===== src/rtl/xdf_pkg.sv =====
`timescale 1ns/1ps
package xdf_pkg;

    localparam int ID_W   = 5;
    localparam int WORD_W = 32;
    localparam int NUM_IDS = 1 << ID_W;
    localparam int NUM_IRQ = 2;

    localparam logic [11:0] OFS_IRQ_MASK  = 12'h080;
    localparam logic [11:0] OFS_IRQ_PEND  = 12'h084;
    localparam logic [11:0] OFS_IRQ_SRC   = 12'h088;
    localparam logic [11:0] OFS_CTRL      = 12'h400;
    localparam logic [11:0] OFS_NEXT_ID   = 12'h404;
    localparam logic [11:0] OFS_START     = 12'h408;
    localparam logic [11:0] OFS_FLAGS     = 12'h40C;
    localparam logic [11:0] OFS_DST_ADDR  = 12'h410;
    localparam logic [11:0] OFS_SRC_ADDR  = 12'h414;
    localparam logic [11:0] OFS_XLEN      = 12'h418;
    localparam logic [11:0] OFS_YLEN      = 12'h41C;
    localparam logic [11:0] OFS_DST_STRD  = 12'h420;
    localparam logic [11:0] OFS_SRC_STRD  = 12'h424;
    localparam logic [11:0] OFS_DONE      = 12'h428;
    localparam logic [11:0] OFS_ACTIVE_ID = 12'h42C;
    localparam logic [11:0] OFS_STATUS    = 12'h430;

    typedef struct packed {
        logic [ID_W-1:0]   id;
        logic              cyclic;
        logic [WORD_W-1:0] dst_addr;
        logic [WORD_W-1:0] src_addr;
        logic [WORD_W-1:0] xlen;
        logic [WORD_W-1:0] ylen;
        logic [WORD_W-1:0] dst_stride;
        logic [WORD_W-1:0] src_stride;
    } xdesc_t;

    typedef enum logic [1:0] {
        ST_IDLE    = 2'd0,
        ST_OFFER   = 2'd1,
        ST_WAIT    = 2'd2,
        ST_RECYCLE = 2'd3
    } disp_state_e;

endpackage


===== src/rtl/xdf_queue.sv =====
`timescale 1ns/1ps
module xdf_queue
    import xdf_pkg::*;
#(
    parameter int DEPTH = 4
) (
    input  logic                          clk,
    input  logic                          rst_n,
    input  logic                          push,
    input  xdesc_t                        din,
    input  logic                          pop,
    input  logic                          flush,
    output xdesc_t                        head,
    output logic                          full,
    output logic                          empty,
    output logic [$clog2(DEPTH+1)-1:0]    level
);
    localparam int PTR_W = (DEPTH > 1) ? $clog2(DEPTH) : 1;
    localparam int LVL_W = $clog2(DEPTH + 1);
    localparam logic [PTR_W-1:0] LAST_SLOT = PTR_W'(DEPTH - 1);

    xdesc_t           slots [DEPTH];
    logic [PTR_W-1:0] wr_ptr;
    logic [PTR_W-1:0] rd_ptr;
    logic [LVL_W-1:0] count;

    function automatic logic [PTR_W-1:0] bump(input logic [PTR_W-1:0] p);
        return (p == LAST_SLOT) ? '0 : p + 1'b1;
    endfunction

    // storage needs no reset: a slot is only read after it is written
    always_ff @(posedge clk) begin
        if (push && !flush) begin
            slots[wr_ptr] <= din;
        end
    end

    always_ff @(posedge clk or negedge rst_n) begin
        if (!rst_n) begin
            wr_ptr <= '0;
            rd_ptr <= '0;
            count  <= '0;
        end else if (flush) begin
            wr_ptr <= '0;
            rd_ptr <= '0;
            count  <= '0;
        end else begin
            if (push) begin
                wr_ptr <= bump(wr_ptr);
            end
            if (pop) begin
                rd_ptr <= bump(rd_ptr);
            end
            unique case ({push, pop})
                2'b10:   count <= count + 1'b1;
                2'b01:   count <= count - 1'b1;
                default: count <= count;
            endcase
        end
    end

    assign head  = slots[rd_ptr];
    assign full  = (count == LVL_W'(DEPTH));
    assign empty = (count == '0);
    assign level = count;

    AST_NO_PUSH_WHEN_FULL: assert property (@(posedge clk) disable iff (!rst_n)
        !(push && full)) else $error("push into full queue");
    AST_NO_POP_WHEN_EMPTY: assert property (@(posedge clk) disable iff (!rst_n)
        !(pop && empty)) else $error("pop from empty queue");
    AST_LEVEL_BOUND: assert property (@(posedge clk) disable iff (!rst_n)
        count <= LVL_W'(DEPTH)) else $error("queue level out of range");

endmodule


===== src/rtl/xdf_irq.sv =====
`timescale 1ns/1ps
module xdf_irq #(
    parameter int NSRC = 2
) (
    input  logic            clk,
    input  logic            rst_n,
    input  logic [NSRC-1:0] evt,
    input  logic            pend_wr,
    input  logic            mask_wr,
    input  logic [NSRC-1:0] wdata,
    output logic [NSRC-1:0] pend,
    output logic [NSRC-1:0] mask,
    output logic [NSRC-1:0] src,
    output logic            irq
);
    always_ff @(posedge clk or negedge rst_n) begin
        if (!rst_n) begin
            mask <= '1;
        end else if (mask_wr) begin
            mask <= wdata;
        end
    end

    for (genvar gi = 0; gi < NSRC; gi++) begin : g_src
        always_ff @(posedge clk or negedge rst_n) begin
            if (!rst_n) begin
                pend[gi] <= 1'b0;
            end else if (evt[gi]) begin
                pend[gi] <= 1'b1;
            end else if (pend_wr && wdata[gi]) begin
                pend[gi] <= 1'b0;
            end
        end

        AST_SET_WINS: assert property (@(posedge clk) disable iff (!rst_n)
            evt[gi] |=> pend[gi]) else $error("event lost");
        AST_W1C: assert property (@(posedge clk) disable iff (!rst_n)
            (pend_wr && wdata[gi] && !evt[gi]) |=> !pend[gi]) else $error("clear lost");
    end

    assign src = pend & ~mask;
    assign irq = |src;

    AST_QUIET_WHEN_MASKED: assert property (@(posedge clk) disable iff (!rst_n)
        (mask == '1) |-> !irq) else $error("irq while fully masked");

endmodule


===== src/rtl/xdf_dispatch.sv =====
`timescale 1ns/1ps
module xdf_dispatch
    import xdf_pkg::*;
(
    input  logic            clk,
    input  logic            rst_n,
    input  logic            en,
    input  logic            pause,
    input  logic            flush,
    input  logic            q_empty,
    input  xdesc_t          q_head,
    output logic            q_pop,
    output logic            mv_valid,
    input  logic            mv_ready,
    output xdesc_t          mv_desc,
    input  logic            cpl_valid,
    input  logic [ID_W-1:0] cpl_id,
    output logic            sot_evt,
    output logic            eot_evt,
    output logic [ID_W-1:0] active_id,
    output logic            busy
);
    disp_state_e state_q;
    disp_state_e state_d;
    xdesc_t      held_q;
    logic        cpl_hit;

    assign cpl_hit = cpl_valid && (cpl_id == held_q.id);

    always_ff @(posedge clk or negedge rst_n) begin
        if (!rst_n) begin
            state_q <= ST_IDLE;
        end else begin
            state_q <= state_d;
        end
    end

    always_comb begin
        state_d = state_q;
        unique case (state_q)
            ST_IDLE: begin
                if (!flush && en && !pause && !q_empty) begin
                    state_d = ST_OFFER;                        // go
                end
            end
            ST_OFFER: begin
                if (flush) begin
                    state_d = ST_IDLE;                         // abort
                end else if (mv_ready) begin
                    state_d = ST_WAIT;                         // take
                end
            end
            ST_WAIT: begin
                if (flush) begin
                    state_d = ST_IDLE;                         // abort
                end else if (cpl_hit) begin
                    state_d = held_q.cyclic ? ST_RECYCLE : ST_IDLE; // repeat / finish
                end
            end
            ST_RECYCLE: begin
                if (flush) begin
                    state_d = ST_IDLE;                         // abort
                end else if (mv_ready) begin
                    state_d = ST_WAIT;                         // re-take
                end
            end
            default: state_d = ST_IDLE;
        endcase
    end

    always_comb begin
        q_pop    = 1'b0;
        mv_valid = 1'b0;
        mv_desc  = held_q;
        sot_evt  = 1'b0;
        eot_evt  = 1'b0;
        unique case (state_q)
            ST_OFFER: begin
                mv_valid = 1'b1;
                mv_desc  = q_head;
                if (mv_ready && !flush) begin
                    q_pop   = 1'b1;
                    sot_evt = 1'b1;
                end
            end
            ST_WAIT: begin
                if (cpl_hit && !flush) begin
                    eot_evt = 1'b1;
                end
            end
            ST_RECYCLE: begin
                mv_valid = 1'b1;
            end
            default: begin
            end
        endcase
    end

    always_ff @(posedge clk or negedge rst_n) begin
        if (!rst_n) begin
            held_q <= '0;
        end else if (q_pop) begin
            held_q <= q_head;
        end
    end

    assign active_id = held_q.id;
    assign busy      = (state_q != ST_IDLE);

    AST_REQ_HOLD: assert property (@(posedge clk) disable iff (!rst_n)
        (mv_valid && !mv_ready && !flush) |=> mv_valid) else $error("request dropped");
    AST_PAUSE_HOLD: assert property (@(posedge clk) disable iff (!rst_n)
        (state_q == ST_IDLE && pause) |=> (state_q == ST_IDLE)) else $error("offer while paused");
    AST_RECYCLE_SAME_ID: assert property (@(posedge clk) disable iff (!rst_n)
        (eot_evt && held_q.cyclic) |=> (mv_valid && mv_desc.id == $past(held_q.id)))
        else $error("repeat lost its identifier");
    AST_ABORT_IDLE: assert property (@(posedge clk) disable iff (!rst_n)
        flush |=> !mv_valid) else $error("request after abort");

endmodule


===== src/rtl/xfer_desc_frontend.sv =====
`timescale 1ns/1ps
module xfer_desc_frontend
    import xdf_pkg::*;
#(
    parameter int DEPTH  = 4,
    parameter int ADDR_W = 12
) (
    input  logic              clk,
    input  logic              rst_n,
    input  logic              bus_we,
    input  logic [ADDR_W-1:0] bus_addr,
    input  logic [31:0]       bus_wdata,
    output logic [31:0]       bus_rdata,
    output logic              irq,
    output logic              mv_valid,
    input  logic              mv_ready,
    output logic [4:0]        mv_id,
    output logic              mv_cyclic,
    output logic [31:0]       mv_dst_addr,
    output logic [31:0]       mv_src_addr,
    output logic [31:0]       mv_xlen,
    output logic [31:0]       mv_ylen,
    output logic [31:0]       mv_dst_stride,
    output logic [31:0]       mv_src_stride,
    input  logic              cpl_valid,
    input  logic [4:0]        cpl_id
);
    localparam int LVL_W = $clog2(DEPTH + 1);

    // ---------------- register file ----------------
    logic              ctl_en, ctl_pause, cfg_cyclic;
    logic [WORD_W-1:0] cfg_dst, cfg_src, cfg_xlen, cfg_ylen, cfg_dstr, cfg_sstr;
    logic [ID_W-1:0]   next_id;
    logic [NUM_IDS-1:0] done_mask;

    logic              wr_ctrl, wr_start, start_acc, flush;
    logic              q_full, q_empty, q_pop;
    logic [LVL_W-1:0]  q_level;
    xdesc_t            q_head, new_desc, mv_desc;
    logic              sot_evt, eot_evt, busy;
    logic [ID_W-1:0]   active_id;
    logic [NUM_IRQ-1:0] irq_pend, irq_mask, irq_src;

    function automatic logic hit(input logic [ADDR_W-1:0] a, input logic [11:0] ofs);
        return a == ADDR_W'(ofs);
    endfunction

    assign wr_ctrl   = bus_we && hit(bus_addr, OFS_CTRL);
    assign wr_start  = bus_we && hit(bus_addr, OFS_START) && bus_wdata[0];
    assign start_acc = wr_start && ctl_en && !q_full;
    assign flush     = wr_ctrl && !bus_wdata[0];

    always_ff @(posedge clk or negedge rst_n) begin
        if (!rst_n) begin
            ctl_en     <= 1'b0;
            ctl_pause  <= 1'b0;
            cfg_cyclic <= 1'b0;
            cfg_dst    <= '0;
            cfg_src    <= '0;
            cfg_xlen   <= '0;
            cfg_ylen   <= '0;
            cfg_dstr   <= '0;
            cfg_sstr   <= '0;
        end else if (bus_we) begin
            if (hit(bus_addr, OFS_CTRL)) begin
                ctl_en    <= bus_wdata[0];
                ctl_pause <= bus_wdata[1];
            end
            if (hit(bus_addr, OFS_FLAGS))    cfg_cyclic <= bus_wdata[0];
            if (hit(bus_addr, OFS_DST_ADDR)) cfg_dst    <= bus_wdata;
            if (hit(bus_addr, OFS_SRC_ADDR)) cfg_src    <= bus_wdata;
            if (hit(bus_addr, OFS_XLEN))     cfg_xlen   <= bus_wdata;
            if (hit(bus_addr, OFS_YLEN))     cfg_ylen   <= bus_wdata;
            if (hit(bus_addr, OFS_DST_STRD)) cfg_dstr   <= bus_wdata;
            if (hit(bus_addr, OFS_SRC_STRD)) cfg_sstr   <= bus_wdata;
        end
    end

    // ---------------- identifier allocation ----------------
    always_ff @(posedge clk or negedge rst_n) begin
        if (!rst_n) begin
            next_id <= '0;
        end else if (start_acc) begin
            next_id <= next_id + 1'b1;
        end
    end

    always_comb begin
        new_desc            = '0;
        new_desc.id         = next_id;
        new_desc.cyclic     = cfg_cyclic;
        new_desc.dst_addr   = cfg_dst;
        new_desc.src_addr   = cfg_src;
        new_desc.xlen       = cfg_xlen;
        new_desc.ylen       = cfg_ylen;
        new_desc.dst_stride = cfg_dstr;
        new_desc.src_stride = cfg_sstr;
    end

    // ---------------- done mask, one bit per identifier ----------------
    for (genvar gi = 0; gi < NUM_IDS; gi++) begin : g_done
        always_ff @(posedge clk or negedge rst_n) begin
            if (!rst_n) begin
                done_mask[gi] <= 1'b0;
            end else if (start_acc && next_id == ID_W'(gi)) begin
                done_mask[gi] <= 1'b0;
            end else if (eot_evt && active_id == ID_W'(gi)) begin
                done_mask[gi] <= 1'b1;
            end
        end
    end

    // ---------------- sub-blocks ----------------
    xdf_queue #(.DEPTH(DEPTH)) u_queue (
        .clk   (clk),
        .rst_n (rst_n),
        .push  (start_acc),
        .din   (new_desc),
        .pop   (q_pop),
        .flush (flush),
        .head  (q_head),
        .full  (q_full),
        .empty (q_empty),
        .level (q_level)
    );

    xdf_dispatch u_dispatch (
        .clk       (clk),
        .rst_n     (rst_n),
        .en        (ctl_en),
        .pause     (ctl_pause),
        .flush     (flush),
        .q_empty   (q_empty),
        .q_head    (q_head),
        .q_pop     (q_pop),
        .mv_valid  (mv_valid),
        .mv_ready  (mv_ready),
        .mv_desc   (mv_desc),
        .cpl_valid (cpl_valid),
        .cpl_id    (cpl_id),
        .sot_evt   (sot_evt),
        .eot_evt   (eot_evt),
        .active_id (active_id),
        .busy      (busy)
    );

    xdf_irq #(.NSRC(NUM_IRQ)) u_irq (
        .clk     (clk),
        .rst_n   (rst_n),
        .evt     ({eot_evt, sot_evt}),
        .pend_wr (bus_we && hit(bus_addr, OFS_IRQ_PEND)),
        .mask_wr (bus_we && hit(bus_addr, OFS_IRQ_MASK)),
        .wdata   (bus_wdata[NUM_IRQ-1:0]),
        .pend    (irq_pend),
        .mask    (irq_mask),
        .src     (irq_src),
        .irq     (irq)
    );

    assign mv_id         = mv_desc.id;
    assign mv_cyclic     = mv_desc.cyclic;
    assign mv_dst_addr   = mv_desc.dst_addr;
    assign mv_src_addr   = mv_desc.src_addr;
    assign mv_xlen       = mv_desc.xlen;
    assign mv_ylen       = mv_desc.ylen;
    assign mv_dst_stride = mv_desc.dst_stride;
    assign mv_src_stride = mv_desc.src_stride;

    // ---------------- read mux ----------------
    always_comb begin
        bus_rdata = '0;
        case (bus_addr)
            ADDR_W'(OFS_IRQ_MASK):  bus_rdata = 32'(irq_mask);
            ADDR_W'(OFS_IRQ_PEND):  bus_rdata = 32'(irq_pend);
            ADDR_W'(OFS_IRQ_SRC):   bus_rdata = 32'(irq_src);
            ADDR_W'(OFS_CTRL):      bus_rdata = {30'd0, ctl_pause, ctl_en};
            ADDR_W'(OFS_NEXT_ID):   bus_rdata = 32'(next_id);
            ADDR_W'(OFS_START):     bus_rdata = 32'(q_full);
            ADDR_W'(OFS_FLAGS):     bus_rdata = 32'(cfg_cyclic);
            ADDR_W'(OFS_DST_ADDR):  bus_rdata = cfg_dst;
            ADDR_W'(OFS_SRC_ADDR):  bus_rdata = cfg_src;
            ADDR_W'(OFS_XLEN):      bus_rdata = cfg_xlen;
            ADDR_W'(OFS_YLEN):      bus_rdata = cfg_ylen;
            ADDR_W'(OFS_DST_STRD):  bus_rdata = cfg_dstr;
            ADDR_W'(OFS_SRC_STRD):  bus_rdata = cfg_sstr;
            ADDR_W'(OFS_DONE):      bus_rdata = 32'(done_mask);
            ADDR_W'(OFS_ACTIVE_ID): bus_rdata = 32'(active_id);
            ADDR_W'(OFS_STATUS):    bus_rdata = (32'(q_level) << 8) | 32'(busy);
            default:                bus_rdata = '0;
        endcase
    end

    AST_ID_STEP: assert property (@(posedge clk) disable iff (!rst_n)
        start_acc |=> (next_id == $past(next_id) + 1'b1)) else $error("identifier not advanced");
    AST_START_IGNORED: assert property (@(posedge clk) disable iff (!rst_n)
        (wr_start && (q_full || !ctl_en)) |=> $stable(next_id)) else $error("ignored start allocated");
    AST_DONE_ON_EOT: assert property (@(posedge clk) disable iff (!rst_n)
        (eot_evt && !start_acc) |=> done_mask[$past(active_id)]) else $error("done bit not set");

endmodule


===== config.mk =====
export PLATFORM = sky130hd
export DESIGN_NAME = xfer_desc_frontend
export DESIGN_NICKNAME = d
export VERILOG_FILES = /design/src/rtl/xdf_pkg.sv /design/src/rtl/xdf_queue.sv /design/src/rtl/xdf_irq.sv /design/src/rtl/xdf_dispatch.sv /design/src/rtl/xfer_desc_frontend.sv
export SDC_FILE = /design/constraint.sdc
export NUM_CORES = 2
export LEC_CHECK = 0
export BUFFER_PORTS_ARGS = -buffer_cell sky130_fd_sc_hd__buf_2
export CAP_MARGIN = 20
export CORE_UTILIZATION = 30
export CTS_CLUSTER_SIZE = 28
export DETAILED_ROUTE_END_ITERATION = 12
export GPL_TIMING_DRIVEN = 0
export PLACE_DENSITY = 0.44
export SYNTH_ARGS = -nofsm -noshare
export SYNTH_HDL_FRONTEND = slang
export SYNTH_SLANG_ARGS = --single-unit

===== constraint.sdc =====
create_clock -name clk -period 7 [get_ports clk]
set_input_delay 0.35 -clock clk [delete_from_list [all_inputs] [get_ports clk]]
set_output_delay 0.35 -clock clk [all_outputs]
set_load 0.1 [all_outputs]

==> impl_metrics.py <==
metrics = {
    "layout": {
        "nFillCells": 15692,
        "finalNonFillerCells": 5495,
        "drive_gt1_share_pct": 42.7,
        "nNetsFinal": 3228,
        "postLayoutCoreUtil_pct": 36.5,
        "synthToLayoutAreaGrowth_pct": 20.7,
    },
    "yosys": {
        "yosysMostFrequentCell": "edfxtp_1",
        "synth-edff-count": 792,
        "ys_ff_latch": 1235,
        "netlist_instances": 2635,
        "yosys_warnings": 0,
        "syn_area_um2": 50600,
        "synth_ff_type": "edfxtp_1",
        "synthTopCellsByCount": "edfxtp_1 (792), dfrtp_1 (441), mux2_2 (395)",
        "syn-num-nets": 2701,
        "ys_top_cells_by_area": "edfxtp_1 (47%), dfrtp_1 (22%), mux4_2 (8.8%), mux2_2 (8.8%), mux2_4 (5.6%)",
        "synth_seq_area_share_pct": 68.9,
        "syn_area_per_cell_um2": 19.2,
        "synthArstFlopShare_pct": 35.9,
        "synth_cell_types": 66,
        "synth_top_area_share_pct": 47.0,
        "synth_top_area_cell": "edfxtp_1",
    },
    "worst_hold_path": {
        "min_path_type": "in -> async",
    },
    "pwr": {
        "powerDensity_nw_per_um2": 250,
        "ir_drop_uv": 229,
        "leakagePower_nw": 26.0,
    },
    "sta": {
        "setup_viol": 0,
        "period_share_pct": 76.2,
        "hold_slack_ns": 0.0824,
        "worst_pin_slew_ns": 1.22,
        "hold_viol_final": 0,
        "max_freq_mhz": 187,
        "rsz0062_at_grt": "no",
        "clock_skew_ns": 0.0268,
        "maxSlewHeadroom_pct": 18.7,
        "slew_viol_final": 0,
        "fin_tns_setup_ns": 0,
        "fin_crit_ns": 5.34,
    },
    "clocking": {
        "htreeDepth": 4,
        "clk_latency_ns": 0.78,
        "cts_num_sinks": 1235,
        "clockBufferDepth": 3,
        "cts-buffers-inserted": 143,
        "cts-root-buf": "clkbuf_16",
        "path_clk_slew_ns": 0.05,
        "cts_tree": "built",
    },
    "global_route": {
        "grtUsageTotal_pct": 20.0,
        "grt_pass1_vias": 29226,
        "grt_pass1_wl_um": 236000,
        "grt_overflow": 0,
        "grt_max_degree": 109,
        "antenna_found_initial": 22,
    },
    "floorplanning": {
        "dieArea_um2": 170000,
        "fp.dieH_um": 413,
        "die_width_um": 413,
        "core_um2": 167000,
        "start_util_pct": 30.2,
        "pin_count": 286,
        "rows": 150,
    },
    "place": {
        "post-dp-hpwl_um": 121000,
        "place.gp.congestion": 0.890,
        "dp.cells": 5186,
        "io_buffers": 279,
    },
    "drt": {
        "drt_iter0_markers": 2414,
        "viasPerCell": 5.13,
        "ant_nets": 0,
        "first_pass_iters": 6,
        "post_drt_wl_per_cell_um": 31.0,
        "post-route-drc-count": 0,
        "wl_um": 171000,
        "num_vias": 28174,
    },
    "setup_path": {
        "crit_arrival_ns": 4.99,
        "crit_path_max_fanout": 10,
        "crit_path_end_kind": "primary output",
        "cp-start-kind": "flip-flop",
        "criticalPathCategory": "reg -> out",
        "r2r_cells": 5,
        "crit_required_ns": 6.65,
    },
    "outcome": {
        "status": "complete, no violations",
    },
    "run": {
        "maxCapViolations": 0,
    },
}
## worst paths after layout
kind | startpoint | to | slack (ns)
max in group asynchronous | rst_n | cfg_ylen[0] | 4.85
min reg2reg | u_dispatch.held_q[151] | u_dispatch.held_q[151] | 0.49
min in group clk | bus_wdata[0] | u_irq.mask[0] | 0.19
max reg2reg | u_queue.rd_ptr[1] | u_dispatch.held_q[76] | 3.24
max | u_dispatch.state_q[0] | mv_src_stride[5] | 1.66
min | rst_n | u_dispatch.held_q[170] | 0.08
## critical path, stage by stage, from the launching register on
cell and delay [ns]:
dfrtp_1 0.49, nor2b_1 0.32, clkbuf_2 0.48, buf_16 0.21, clkbuf_1 0.85, clkbuf_1 0.94
mux2_2 0.44, buf_2 0.46
## flip-flops by register name, indices dropped and copies added, names as in the netlist, 5 cells and up
name / cells
done_mask: 32
u_dispatch.active_id: 5
u_queue.slots: 792
cfg_dst: 32
cfg_ylen: 32
cfg_xlen: 32
u_dispatch.held_q: 193
cfg_src: 32
next_id: 5
cfg_dstr: 32
cfg_sstr: 32
## timing repair
item / CTS / global route
hold buffers: 33 / 0
setup buffers: 0 / 0
endpoints found under the hold margin: 341 / 0
resized for setup: 0 / 0
## through the flow
stage               cell area (um^2)  setup slack [ns]  power (mW)
floorplan                      50600             0.227        7.89
global placement               54800             -5.17        8.02
detailed placement             56100              2.25        8.04
CTS                            61000              1.52        15.4
global route                   61100              1.54        15.7
finish                         61100              1.66        15.3
## cell families (layout without fill, tap and decap cells)
| kind of cell | Yosys count | count (layout) | synth area share, % |
|---|---|---|---|
| buffers and inverters | 167 | 813 | 1.98 |
| AO/OA/AOI/OAI | 242 | 242 | 3.29 |
| flip-flops | 1235 | 1235 | 68.9 |
| adder cells (fa/ha/maj) | 12 | 12 | 0.311 |
| XOR/XNOR | 9 | 9 | 0.156 |
| other | 0 | 10 | 0 |
| AND/OR/NAND/NOR | 174 | 174 | 1.86 |
| multiplexers | 796 | 796 | 23.5 |
## power breakdown
part	switching, mW	internal, mW
Combinational	0.139	0.0484
Sequential	0.0102	7.71
Clock	3.07	4.27
## area by class of cell
cell class | instances | area [um^2] | share of cell area, %
antenna | 10 | 25.0 | 0.0410
buffer | 158 | 980 | 1.60
sequential | 1235 | 34900 | 57.1
timing repair buffer | 382 | 3030 | 4.96
multi-input combinational | 1233 | 14800 | 24.2
clock inverter | 60 | 571 | 0.934
clock buffer | 204 | 4010 | 6.56
tap | 2204 | 2760 | 4.51
inverter | 9 | 33.8 | 0.0553
## cells in the final DEF (no fill, tap or decap), types with 9 or more instances in the layout
cell	instances
nand2_1	50
o22ai_1	17
clkinv_1	19
edfxtp_1	792
a222oi_1	19
buf_16	25
and3_1	12
clkinv_2	18
dlygate4sd3_1	33
clkbuf_1	117
mux4_2	198
buf_8	35
mux2_2	395
buf_1	37
a21oi_1	75
nor2_1	32
nand3_1	18
ha_1	11
a221o_1	9
buf_2	300
a22oi_1	54
mux2_4	190
inv_1	9
dfrtp_1	441
buf_12	21
clkbuf_16	145
diode_2	10
clkbuf_8	16
nor3_1	10
o21ai_0	24
## routing by layer
| metal | track usage, % | share of wire (%) | wire (um) |
|---|---|---|---|
| met5 | 0 | 0.025 | 42 |
| met4 | 4.89 | 2.2 | 3690 |
| met3 | 3.75 | 5.7 | 9650 |
| met2 | 33.0 | 49 | 83000 |
| met1 | 27.2 | 43 | 74100 |
(Power assumes the default switching activity.)
